## src/rtl/adcr_pkg.sv

```systemverilog
package adcr_pkg;

    localparam int FRAME_LEN = 16;
    localparam int BYTE_LEN  = 8;
    localparam logic [2:0] HDR_ONES = 3'b111;

    typedef enum logic [2:0] {
        ST_IDLE,
        ST_SHIFT,
        ST_PAUSE,
        ST_TAIL,
        ST_GAP
    } rd_state_e;

    // bit layout of one received frame, MSB received first
    typedef struct packed {
        logic [2:0] hdr;
        logic       chan;
        logic [9:0] data;
        logic [1:0] sub;
    } adc_frame_t;

endpackage

```

## src/rtl/adcr_halfdiv.sv

```systemverilog
module adcr_halfdiv #(
    parameter int HALF_CYC = 12
) (
    input  logic clk,
    input  logic rst_n,
    input  logic run,
    output logic tick
);
    localparam int CW = (HALF_CYC > 1) ? $clog2(HALF_CYC) : 1;
    localparam logic [CW-1:0] LAST = CW'(HALF_CYC - 1);

    logic [CW-1:0] cnt_d, cnt_q;

    always_comb begin
        tick  = run && (cnt_q == LAST);
        cnt_d = cnt_q;
        if (!run || tick) begin
            cnt_d = '0;
        end else begin
            cnt_d = cnt_q + 1'b1;
        end
    end

    always_ff @(posedge clk or negedge rst_n) begin
        if (!rst_n) cnt_q <= '0;
        else        cnt_q <= cnt_d;
    end

endmodule

```

## src/rtl/adcr_shreg.sv

```systemverilog
module adcr_shreg #(
    parameter int W = 16
) (
    input  logic         clk,
    input  logic         rst_n,
    input  logic         clr,
    input  logic         shift,
    input  logic         sdi,
    output logic [W-1:0] word
);
    logic [W-1:0] sh_d, sh_q;

    always_comb begin
        sh_d = sh_q;
        if (clr)        sh_d = '0;
        else if (shift) sh_d = {sh_q[W-2:0], sdi};
    end

    always_ff @(posedge clk or negedge rst_n) begin
        if (!rst_n) sh_q <= '0;
        else        sh_q <= sh_d;
    end

    assign word = sh_q;

endmodule

```

## src/rtl/adcr_unpack.sv

```systemverilog
module adcr_unpack
    import adcr_pkg::*;
(
    input  logic [FRAME_LEN-1:0] word,
    output adc_frame_t           fields,
    output logic                 hdr_ok
);
    always_comb begin
        fields = adc_frame_t'(word);
        hdr_ok = (fields.hdr == HDR_ONES);
    end
endmodule

```

## src/rtl/adc_frame_reader.sv

```systemverilog
module adc_frame_reader
    import adcr_pkg::*;
#(
    parameter int CLK_HZ      = 50_000_000,
    parameter int SCLK_MAX_HZ = 2_170_000,
    parameter int HALF_CYC    = 12,
    parameter int CS_GAP      = 20,
    parameter int SPLIT_BYTES = 0,
    parameter int BYTE_GAP    = 4
) (
    input  logic       clk,
    input  logic       rst_n,
    input  logic       start,
    input  logic       sdi,
    output logic       cs_n,
    output logic       sclk,
    output logic       busy,
    output logic       done,
    output logic       frame_valid,
    output logic       frame_err,
    output logic [9:0] sample,
    output logic       chan_id,
    output logic [1:0] sub_bits
);
    localparam int BW       = $clog2(FRAME_LEN + 1);
    localparam int WMAX     = (CS_GAP > BYTE_GAP) ? CS_GAP : BYTE_GAP;
    localparam int WW       = (WMAX > 1) ? $clog2(WMAX + 1) : 1;
    localparam logic [WW-1:0] GAP_LAST   = WW'((CS_GAP > 0) ? CS_GAP - 1 : 0);
    localparam logic [WW-1:0] PAUSE_LAST = WW'((BYTE_GAP > 0) ? BYTE_GAP - 1 : 0);
    localparam logic [BW-1:0] NB_FULL    = BW'(FRAME_LEN);
    localparam logic [BW-1:0] NB_HALF    = BW'(BYTE_LEN);
    localparam bit SPLIT_ON = (SPLIT_BYTES != 0);

    typedef struct packed {
        rd_state_e     st;
        logic          cs_n;
        logic          sclk;
        logic [BW-1:0] nbits;
        logic [WW-1:0] wcnt;
        logic          done;
        logic          valid;
        logic          err;
        logic [9:0]    data;
        logic          chan;
        logic [1:0]    sub;
    } rd_reg_t;

    localparam rd_reg_t RESET_VAL = '{
        st: ST_IDLE, cs_n: 1'b1, sclk: 1'b0, nbits: '0, wcnt: '0,
        done: 1'b0, valid: 1'b0, err: 1'b0, data: '0, chan: 1'b0, sub: '0
    };

    rd_reg_t r_d, r_q;

    logic                 tick;
    logic                 div_run;
    logic                 take_start;
    logic                 rise_edge;
    logic [FRAME_LEN-1:0] rx_word;
    adc_frame_t           rx_fields;
    logic                 rx_hdr_ok;

    assign div_run    = (r_q.st == ST_SHIFT) || (r_q.st == ST_TAIL);
    assign take_start = (r_q.st == ST_IDLE) && start;
    assign rise_edge  = (r_q.st == ST_SHIFT) && tick && !r_q.sclk;

    adcr_halfdiv #(.HALF_CYC(HALF_CYC)) u_div (
        .clk  (clk),
        .rst_n(rst_n),
        .run  (div_run),
        .tick (tick)
    );

    adcr_shreg #(.W(FRAME_LEN)) u_shreg (
        .clk  (clk),
        .rst_n(rst_n),
        .clr  (take_start),
        .shift(rise_edge),
        .sdi  (sdi),
        .word (rx_word)
    );

    adcr_unpack u_unpack (
        .word  (rx_word),
        .fields(rx_fields),
        .hdr_ok(rx_hdr_ok)
    );

    always_comb begin
        r_d      = r_q;
        r_d.done = 1'b0;
        unique case (r_q.st)
            ST_IDLE: begin
                if (start) begin
                    r_d.st    = ST_SHIFT;
                    r_d.cs_n  = 1'b0;
                    r_d.sclk  = 1'b0;
                    r_d.nbits = '0;
                end
            end
            ST_SHIFT: begin
                if (tick) begin
                    if (!r_q.sclk) begin
                        r_d.sclk  = 1'b1;
                        r_d.nbits = r_q.nbits + 1'b1;
                    end else begin
                        r_d.sclk = 1'b0;
                        if (r_q.nbits == NB_FULL) begin
                            r_d.st = ST_TAIL;
                        end else if (SPLIT_ON && r_q.nbits == NB_HALF) begin
                            r_d.st   = ST_PAUSE;
                            r_d.wcnt = '0;
                        end
                    end
                end
            end
            ST_PAUSE: begin
                if (r_q.wcnt == PAUSE_LAST) r_d.st = ST_SHIFT;
                else                        r_d.wcnt = r_q.wcnt + 1'b1;
            end
            ST_TAIL: begin
                if (tick) begin
                    r_d.st   = ST_GAP;
                    r_d.cs_n = 1'b1;
                    r_d.done = 1'b1;
                    r_d.wcnt = '0;
                    if (rx_hdr_ok) begin
                        r_d.valid = 1'b1;
                        r_d.err   = 1'b0;
                        r_d.data  = rx_fields.data;
                        r_d.chan  = rx_fields.chan;
                        r_d.sub   = rx_fields.sub;
                    end else begin
                        r_d.valid = 1'b0;
                        r_d.err   = 1'b1;
                    end
                end
            end
            ST_GAP: begin
                if (r_q.wcnt == GAP_LAST) r_d.st = ST_IDLE;
                else                      r_d.wcnt = r_q.wcnt + 1'b1;
            end
            default: r_d = RESET_VAL;
        endcase
    end

    always_ff @(posedge clk or negedge rst_n) begin
        if (!rst_n) r_q <= RESET_VAL;
        else        r_q <= r_d;
    end

    assign cs_n        = r_q.cs_n;
    assign sclk        = r_q.sclk;
    assign busy        = (r_q.st != ST_IDLE);
    assign done        = r_q.done;
    assign frame_valid = r_q.valid;
    assign frame_err   = r_q.err;
    assign sample      = r_q.data;
    assign chan_id     = r_q.chan;
    assign sub_bits    = r_q.sub;

    // ---------------- assertions and their support counters ----------------
    initial begin
        assert_rate_R13: assert ((CLK_HZ / (2 * HALF_CYC)) <= SCLK_MAX_HZ)
            else $error("serial clock rate above converter limit");
    end

    logic        chk_sclk_q;
    logic [31:0] chk_high_q;
    logic [31:0] chk_edges_q;
    logic [31:0] chk_cshi_q;

    always_ff @(posedge clk or negedge rst_n) begin
        if (!rst_n) begin
            chk_sclk_q  <= 1'b0;
            chk_high_q  <= '0;
            chk_edges_q <= '0;
            chk_cshi_q  <= 32'(CS_GAP);
        end else begin
            chk_sclk_q  <= sclk;
            chk_high_q  <= sclk ? chk_high_q + 1 : '0;
            if (cs_n)                    chk_edges_q <= '0;
            else if (sclk && !chk_sclk_q) chk_edges_q <= chk_edges_q + 1;
            if (!cs_n)                       chk_cshi_q <= '0;
            else if (chk_cshi_q < 32'hFFFF)  chk_cshi_q <= chk_cshi_q + 1;
        end
    end

    assert_idle_clock_low_R2: assert property (@(posedge clk) disable iff (!rst_n)
        cs_n |-> !sclk);

    assert_high_phase_R3: assert property (@(posedge clk) disable iff (!rst_n)
        $fell(sclk) |-> chk_high_q == 32'(HALF_CYC));

    assert_sixteen_edges_R4: assert property (@(posedge clk) disable iff (!rst_n)
        $rose(cs_n) |-> chk_edges_q == 32'(FRAME_LEN));

    assert_keep_on_error_R8: assert property (@(posedge clk) disable iff (!rst_n)
        (done && frame_err) |-> ($stable(sample) && $stable(chan_id) && $stable(sub_bits)));

    assert_done_with_cs_R9: assert property (@(posedge clk) disable iff (!rst_n)
        done |-> $rose(cs_n));

    assert_start_when_idle_R10: assert property (@(posedge clk) disable iff (!rst_n)
        $fell(cs_n) |-> ($past(r_q.st) == ST_IDLE && $past(start)));

    assert_min_gap_R11: assert property (@(posedge clk) disable iff (!rst_n)
        $fell(cs_n) |-> chk_cshi_q >= 32'(CS_GAP));

endmodule

```

## config.mk

```make
export PLATFORM = sky130hd
export DESIGN_NAME = adc_frame_reader
export DESIGN_NICKNAME = d
export VERILOG_FILES = /design/src/rtl/adcr_pkg.sv /design/src/rtl/adcr_halfdiv.sv /design/src/rtl/adcr_shreg.sv /design/src/rtl/adcr_unpack.sv /design/src/rtl/adc_frame_reader.sv
export SDC_FILE = /design/constraint.sdc
export NUM_CORES = 1
export LEC_CHECK = 0
export ABC_AREA = 1
export BUFFER_PORTS_ARGS = -buffer_cell sky130_fd_sc_hd__buf_2
export CAP_MARGIN = 40
export CELL_PAD_IN_SITES_DETAIL_PLACEMENT = 1
export CELL_PAD_IN_SITES_GLOBAL_PLACEMENT = 1
export CORE_MARGIN = 3
export CORE_UTILIZATION = 25
export CTS_BUF_LIST = sky130_fd_sc_hd__clkbuf_8
export DETAILED_ROUTE_END_ITERATION = 16
export PLACE_DENSITY_LB_ADDON = 0.1
export SLEW_MARGIN = 10
export SYNTH_ARGS = -nofsm -noshare
export SYNTH_HDL_FRONTEND = slang
export SYNTH_SLANG_ARGS = --single-unit
```

## constraint.sdc

```tcl
create_clock -name clk -period 2.1 [get_ports clk]
set_clock_uncertainty 0.05 [all_clocks]
set_input_delay 0.63 -clock clk [delete_from_list [all_inputs] [get_ports clk]]
set_output_delay 0.63 -clock clk [all_outputs]
set_load 0.01 [all_outputs]
```

==> results by group, run 1 <==
STA
  • Hold_ws: 0.223 ns
  • Fin crit share: 90.6%
  • Fin. Hold Viols: 0
  • Final setup fails: 0
  • Setup TNS: 0 ns
  • Worst-Margin Slew: around 0.5 ns
  • Slew Limit Headroom: 67.5%
  • Final worst slack: 0.197 ns
  • Final Critical Period: 1.90 ns
  • Unrepaired setup endpoints after global routing: false
  • Final Slew Violations: 0
  • FMAX: 0.525 GHz

Logic synthesis
  • YS warnings: 0
  • Largest family of logic cells by synthesized area: simple AND/OR/NAND/NOR gates
  • Xor/xnor cell area share of the yosys netlist: 2.06%
  • Synth Area in Simple Gates: 24.1%
  • Synth Area in Adders: 1.96%
  • Cell variety after synth: 30
  • Sequential fraction of the synthesis area: about half
  • Mapped cell area: approximately 0.0026 mm²
  • Syn_nets: 303
  • Post-synthesis instance total: 295
  • Post-synth top area cell: dfrtp_1
  • Number of synthesized flops with an enable pin: 0
  • Synth top cells by count: 83 x nand2_1, 50 x dfrtp_1, 29 x inv_1
  • Register bit total from synthesis: roughly 50
  • Post-synthesis mux area share: 0%
  • Synth top area cells: dfrtp_1 49%, nand2_1 12%, o21ai_2 4.5%
  • Synth Area in Compound Gates: 10.8%
  • Post-synthesis async set-or-reset flop share: 100%
  • Most common cell in the synthesized netlist: nand2_1
  • Ys flop type: dfrtp_1
  • Share of the synthesized area in the top cell type: 49.0%
  • Mapped Avg Cell Area: just under 9 µm²

GRT
  • Largest net degree at the start of global routing: 28
  • Grt ovf: 0
  • Initial antenna violation count: 0
  • Vias in the first global route: between 2000 and 2500
  • First-pass GRT wire length: 10.0 mm
  • Total Routing Usage GR: 11.0%

Routing
  • Vias: 1856
  • Drt wl/cell: approximately 13 µm
  • Drt drc: 0
  • Detail Route Antenna Nets: 0
  • Via density: between 4 and 5
  • 1st-pass router iterations: 4
  • DRT Wirelength: 5.67 mm
  • DR iter-0 viols: 69

Setup path
  • Critical path's slowest cell: dfrtp_1
  • Critical path cell sequence: nor2_2, nand2_2, buf_2
  • Worst EP required: 1.42 ns
  • Max FO, Critical Path: 6
  • Critical Path AT: 1.22 ns
  • CP Class: flip-flop to output pin
  • Nature of the critical path endpoint: output pin
  • Startpoint Class: flip-flop
  • Critical Path Max Stage Delay: 0.47 ns
  • FF-to-FF path depth: 8

Clocking
  • Clk buf depth: 2
  • Clk slew on worst S/H paths: approximately 0.10 ns
  • Htree depth: 2
  • CTS hold repair buffers: 0
  • Clk root buf: clkbuf_8
  • Post-CTS setup buffer count: 0
  • Clock sinks: 51
  • CTS tree: built
  • Skew-Pair Late Insertion Delay: 0.30 ns
  • Post-CTS sizing: 0
  • Num CTS Buffers: 5

Placement
  • DP Wirelength: 4.29 mm
  • Dpl cells: roughly 440
  • Final RePlAce weighted congestion: 0.755
  • Input/output buffers: 22
  • Post-place setup slack: 0.327 ns

Power
  • Total power: 0.00308 W
  • PD cells: about 1100 mW/mm²
  • Peak supply drop: 303 µV
  • P_leak: 1.40 nW

Hold path
  • Tightest Hold Check Type: input port to async pin

Die
  • Initial core utilization: 25.9%
  • Die area: 0.0115 mm²
  • CORE AREA: 0.00986 mm²
  • Chip Height: 107 µm
  • FP Rows: 36
  • Die Width: 107 µm
  • # IOs: 23

Run
  • MaxCap Viol Count: 0

Finish
  • Area Overhead vs Synth: 10.9%
  • Fin cells: between 400 and 500
  • Nets: between 300 and 400
  • Share of layout cells above drive strength 1: 21.5%
  • N_diodes: 0

Run status
  • Status: finished clean
==> registers in the layout, summed over array words and instances, names as in the netlist <==
signal,cells
chan_id,1
r_q,13
cs_n,1
done,1
u_div.cnt_q,4
frame_err,1
sample,10
sub_bits,2
sclk,1
frame_valid,1
u_shreg.word,16
==> worst max-delay path, delay by kind of cell (launching register included) <==
family | cells | cell delay [ns]
DFF | 1 | 0.47
and+or+nand+nor | 2 | 0.30
buffers and inverters | 1 | 0.15
==> final timing paths <==
| path | to | slack [ns] | startpoint |
|---|---|---|---|
| worst max-delay path | busy | 0.20 | r_q[29]$_DFFE_PN0P_ |
| min in group clk | u_div.cnt_q[0]$_DFF_PN0_ | 0.42 | u_div.cnt_q[0]$_DFF_PN0_ |
| worst min-delay path | u_shreg.word[7]$_DFFE_PN0P_ | 0.22 | rst_n |
| worst max register to register | u_shreg.word[0]$_DFFE_PN0P_ | 0.32 | u_div.cnt_q[0]$_DFF_PN0_ |
| worst min register to register | u_div.cnt_q[0]$_DFF_PN0_ | 0.42 | u_div.cnt_q[0]$_DFF_PN0_ |
| max in group asynchronous | u_shreg.word[4]$_DFFE_PN0P_ | 1.19 | rst_n |
==> layer usage <==
layer | global-route usage (%) | vias to the layer above | wire (µm)
met5 | 0 | - | 0
met2 | 17.4 | 17 | 2520
li1 | - | 943 | -
met3 | 2.29 | 2 | 128
met4 | 3.01 | 0 | 44
met1 | 15.4 | 894 | 2970
==> placed cells by master (no fill, tap or decap), drive strengths merged <==
master,synthesis,final
clkbuf,0,5
dfrtp,50,50
clkinv,0,1
or2,2,2
buf,17,25
o21ai,25,25
xnor2,2,2
o21a,1,1
a21oi,4,4
xor2,4,4
o31ai,2,2
nand2,92,92
nand3b,1,1
inv,35,36
dfstp,1,1
nor2,25,25
o21bai,2,2
bufinv,0,1
nand3,21,21
ha,4,4
o22ai,7,7
==> report_power, final <==
group          internal [W]  switching, W
clock              0.000362      0.000360
combinational      0.000355      0.000684
sequential          0.00117      0.000150
==> stage by stage <==
step / cell area (µm²) / util [%]
floorplan: 2550 / -
global placement: 2710 / 27.5
detailed placement: 2710 / 27.5
CTS: 2830 / 28.7
global route: 2830 / 28.7
finish: 2830 / 28.7
==> logic make-up after synthesis <==
logic type / Yosys count
flops: 51
compound gates: 41
xor+xnor: 6
fa+ha+maj: 4
buf+inv: 52
simple gates: 141
==> layout make-up <==
cell class	instances	area (µm²)
fillers	1171	7030
flip-flops and latches	51	1280
clock buffers	5	68.8
multi-input cells	192	993
repair buffers	25	145
well taps	133	166
clock inverters	3	47.5
inverters	35	131
Power figures use the tool's default switching activity.
==> run 2: changes to the inputs <==
--- a/config.mk
+++ b/config.mk
@@ -10,6 +10,7 @@
 export CAP_MARGIN = 40
 export CELL_PAD_IN_SITES_DETAIL_PLACEMENT = 1
 export CELL_PAD_IN_SITES_GLOBAL_PLACEMENT = 1
+export CORE_ASPECT_RATIO = 0.5
 export CORE_MARGIN = 3
 export CORE_UTILIZATION = 25
 export CTS_BUF_LIST = sky130_fd_sc_hd__clkbuf_8
==> results by group, run 2 (synthesized netlist as in run 1, its figures left out) <==
Run status
  • Status: finished clean

Clocking
  • CTS hold repair buffers: 0 (unchanged)
  • Clk root buf: clkbuf_8
  • Post-CTS setup buffer count: 0 (unchanged)
  • Clock sinks: 51 (unchanged)
  • CTS tree: built
  • Htree depth: 2 (unchanged)
  • Post-CTS sizing: 0 (unchanged)
  • Num CTS Buffers: 5 (unchanged)
  • Skew-Pair Late Insertion Delay: 0.32 ns (+0.02 ns)
  • Clk slew on worst S/H paths: 0.10 ns (about the same)
  • Clk buf depth: 2 (unchanged)

STA
  • Hold_ws: 0.104 ns (-0.119 ns)
  • Final setup fails: 0 (unchanged)
  • Final Slew Violations: 0 (unchanged)
  • FMAX: 0.527 GHz (+0.34%)
  • Slew Limit Headroom: 72.9% (+5.4 points)
  • Unrepaired setup endpoints after global routing: false
  • Fin crit share: 90.3% (-0.31 points)
  • Setup TNS: 0 ns (unchanged)
  • Worst-Margin Slew: 0.406 ns (-0.0809 ns)
  • Fin. Hold Viols: 0 (unchanged)
  • Final Critical Period: 1.90 ns (-0.00645 ns)

Finish
  • Max FFs per register: 16 (unchanged)
  • Share of layout cells above drive strength 1: 21.3% (-0.25 points)
  • Commonest non-fill, non-tap cell in the layout: nand2_1
  • Most frequent cells in the layout: 83 x nand2_1, 50 x dfrtp_1, 29 x inv_1
  • Nets: 317 (-0.31%)
  • N_diodes: 0 (unchanged)
  • Area Overhead vs Synth: 9.56%
  • Reg area: 0.00128 mm² (unchanged)
  • Fillers: 1158 (-1.1%)
  • Footprint of the multi-input gates: 993 µm² (unchanged)

Setup path
  • WP buf/inv: 2 (+1)
  • Critical path's slowest cell: dfrtp_1
  • CP Class: flip-flop to flip-flop
  • Critical path cell sequence: ha_1, nand3_1, nor2_1, nand2_4, nand2_2, inv_2, a21oi_1, inv_1
  • Critical Path Max Stage Delay: 0.39 ns (-0.08 ns)
  • Worst EP required: 2.26 ns (+0.84 ns)
  • Nature of the critical path endpoint: flip-flop
  • Delay-heaviest family, CP: simple AND/OR/NAND/NOR gates
  • Critical Path AT: 2.06 ns (+0.84 ns)
  • Number of cells on the critical path: 8 (+5)
  • Max FO, Critical Path: 18 (+12)
  • Startpoint Class: flip-flop
  • FF-to-FF path depth: 8 (unchanged)

Die
  • Chip Height: 77.4 µm (-28%)
  • FP Rows: 25 (-31%)
  • # IOs: 23 (unchanged)
  • Initial core utilization: 26.3% (+0.45 points)
  • CORE AREA: 0.00970 mm² (-1.7%)
  • Die Width: 149 µm (+39%)
  • Die area: 0.0115 mm² (+0.64%)

Routing
  • DR iter-0 viols: 72 (+4.3%)
  • Drt wl/cell: 13.0 µm (+1.6%)
  • Via density: 4.25 (+1.6%)
  • Vias: 1890 (+1.8%)
  • 1st-pass router iterations: 4 (unchanged)
  • Detail Route Antenna Nets: 0 (unchanged)
  • Drt drc: 0 (unchanged)
  • DRT Wirelength: 5.77 mm (+1.8%)

GRT
  • First-pass GRT wire length: 9.87 mm (-1.5%)
  • Vias in the first global route: 1955 (-2.4%)
  • Initial antenna violation count: 0 (unchanged)
  • Largest net degree at the start of global routing: 32 (+14%)
  • Total Routing Usage GR: 10.7% (-0.37 points)
  • Grt ovf: 0 (unchanged)

Placement
  • DP Wirelength: 4.29 mm (about the same)
  • Final RePlAce weighted congestion: 0.754 (-0.19%)
  • Input/output buffers: 22 (unchanged)

Power
  • Peak supply drop: 282 µV (-6.8%)
  • P_leak: 1.38 nW (-1.4%)
  • PD cells: 1070 mW/mm² (-1.5%)

Hold path
  • Tightest Hold Check Type: input port to async pin

Run
  • MaxCap Viol Count: 0 (unchanged)
==> run 2: changes by cell type in the layout (fill, tap and decap cells not counted), sizes merged <==
cell and change:
buf -1, bufinv -1, clkinvlp +1, clkbuf +1, inv -1
==> run 2: final timing paths <==
| kind | start | end | slack, ns |
|---|---|---|---|
| setup / recovery | u_div.cnt_q[0]$_DFF_PN0_ | u_shreg.word[0]$_DFFE_PN0P_ | 0.20 |
| hold / removal | rst_n | sample[5]$_DFFE_PN0P_ | 0.10 |
| setup reg to reg | u_div.cnt_q[0]$_DFF_PN0_ | u_shreg.word[0]$_DFFE_PN0P_ | 0.20 |
| hold reg to reg | cs_n$_DFFE_PN1P_ | cs_n$_DFFE_PN1P_ | 0.43 |
| max in group asynchronous | rst_n | u_div.cnt_q[2]$_DFF_PN0_ | 1.22 |
| min in group clk | cs_n$_DFFE_PN1P_ | cs_n$_DFFE_PN1P_ | 0.43 |
==> run 2: worst reg2reg max path, stage by stage (launching register included) <==
cell and delay (ns):
dfrtp_1 0.39, ha_1 0.22, nand3_1 0.15, nor2_1 0.25, nand2_4 0.19, nand2_2 0.24
inv_2 0.11, a21oi_1 0.15, inv_1 0.05
==> run 2: power by group <==
group	total [W]	internal [W]	switching, W
clock	0.000634	0.000270	0.000364
sequential	0.00132	0.00117	0.000144
combinational	0.00105	0.000353	0.000695
==> run 2: through the flow <==
| stage | cell area [µm²] | total power, W | setup slack [ns] | util [%] | cells |
|---|---|---|---|---|---|
| 3_3_place_gp | 2700 | 0.00238 | 0.314 | 27.8 | 437 |
| 2_1_floorplan | 2550 | 0.00219 | 0.675 | - | 295 |
| 5_1_grt | 2800 | 0.00326 | 0.0233 | 28.8 | 445 |
| 4_1_cts | 2800 | 0.00308 | 0.167 | 28.8 | 445 |
| 3_5_place_dp | 2700 | 0.00242 | 0.237 | 27.8 | 437 |
| 6_report | 2800 | 0.00300 | 0.203 | 28.8 | 445 |
==> run 2: final cells by class <==
class,instances,area share (%)
sequential,51,45.7
clock buffer,6,2.95
inverter,35,4.70
clock inverter,2,0.582
tap,135,6.04
multi-input combinational,192,35.5
timing repair buffer,24,4.48
==> run 2: routing by layer <==
metal | track usage (%) | vias to the layer above | wire length [µm] | share of wire [%]
li1 | - | 948 | - | -
met1 | 14.4 | 914 | 2910 | 50
met2 | 16.6 | 21 | 2610 | 45
met3 | 3.27 | 7 | 175 | 3.0
met4 | 2.92 | 0 | 72 | 1.2
met5 | 0 | - | 0 | 0
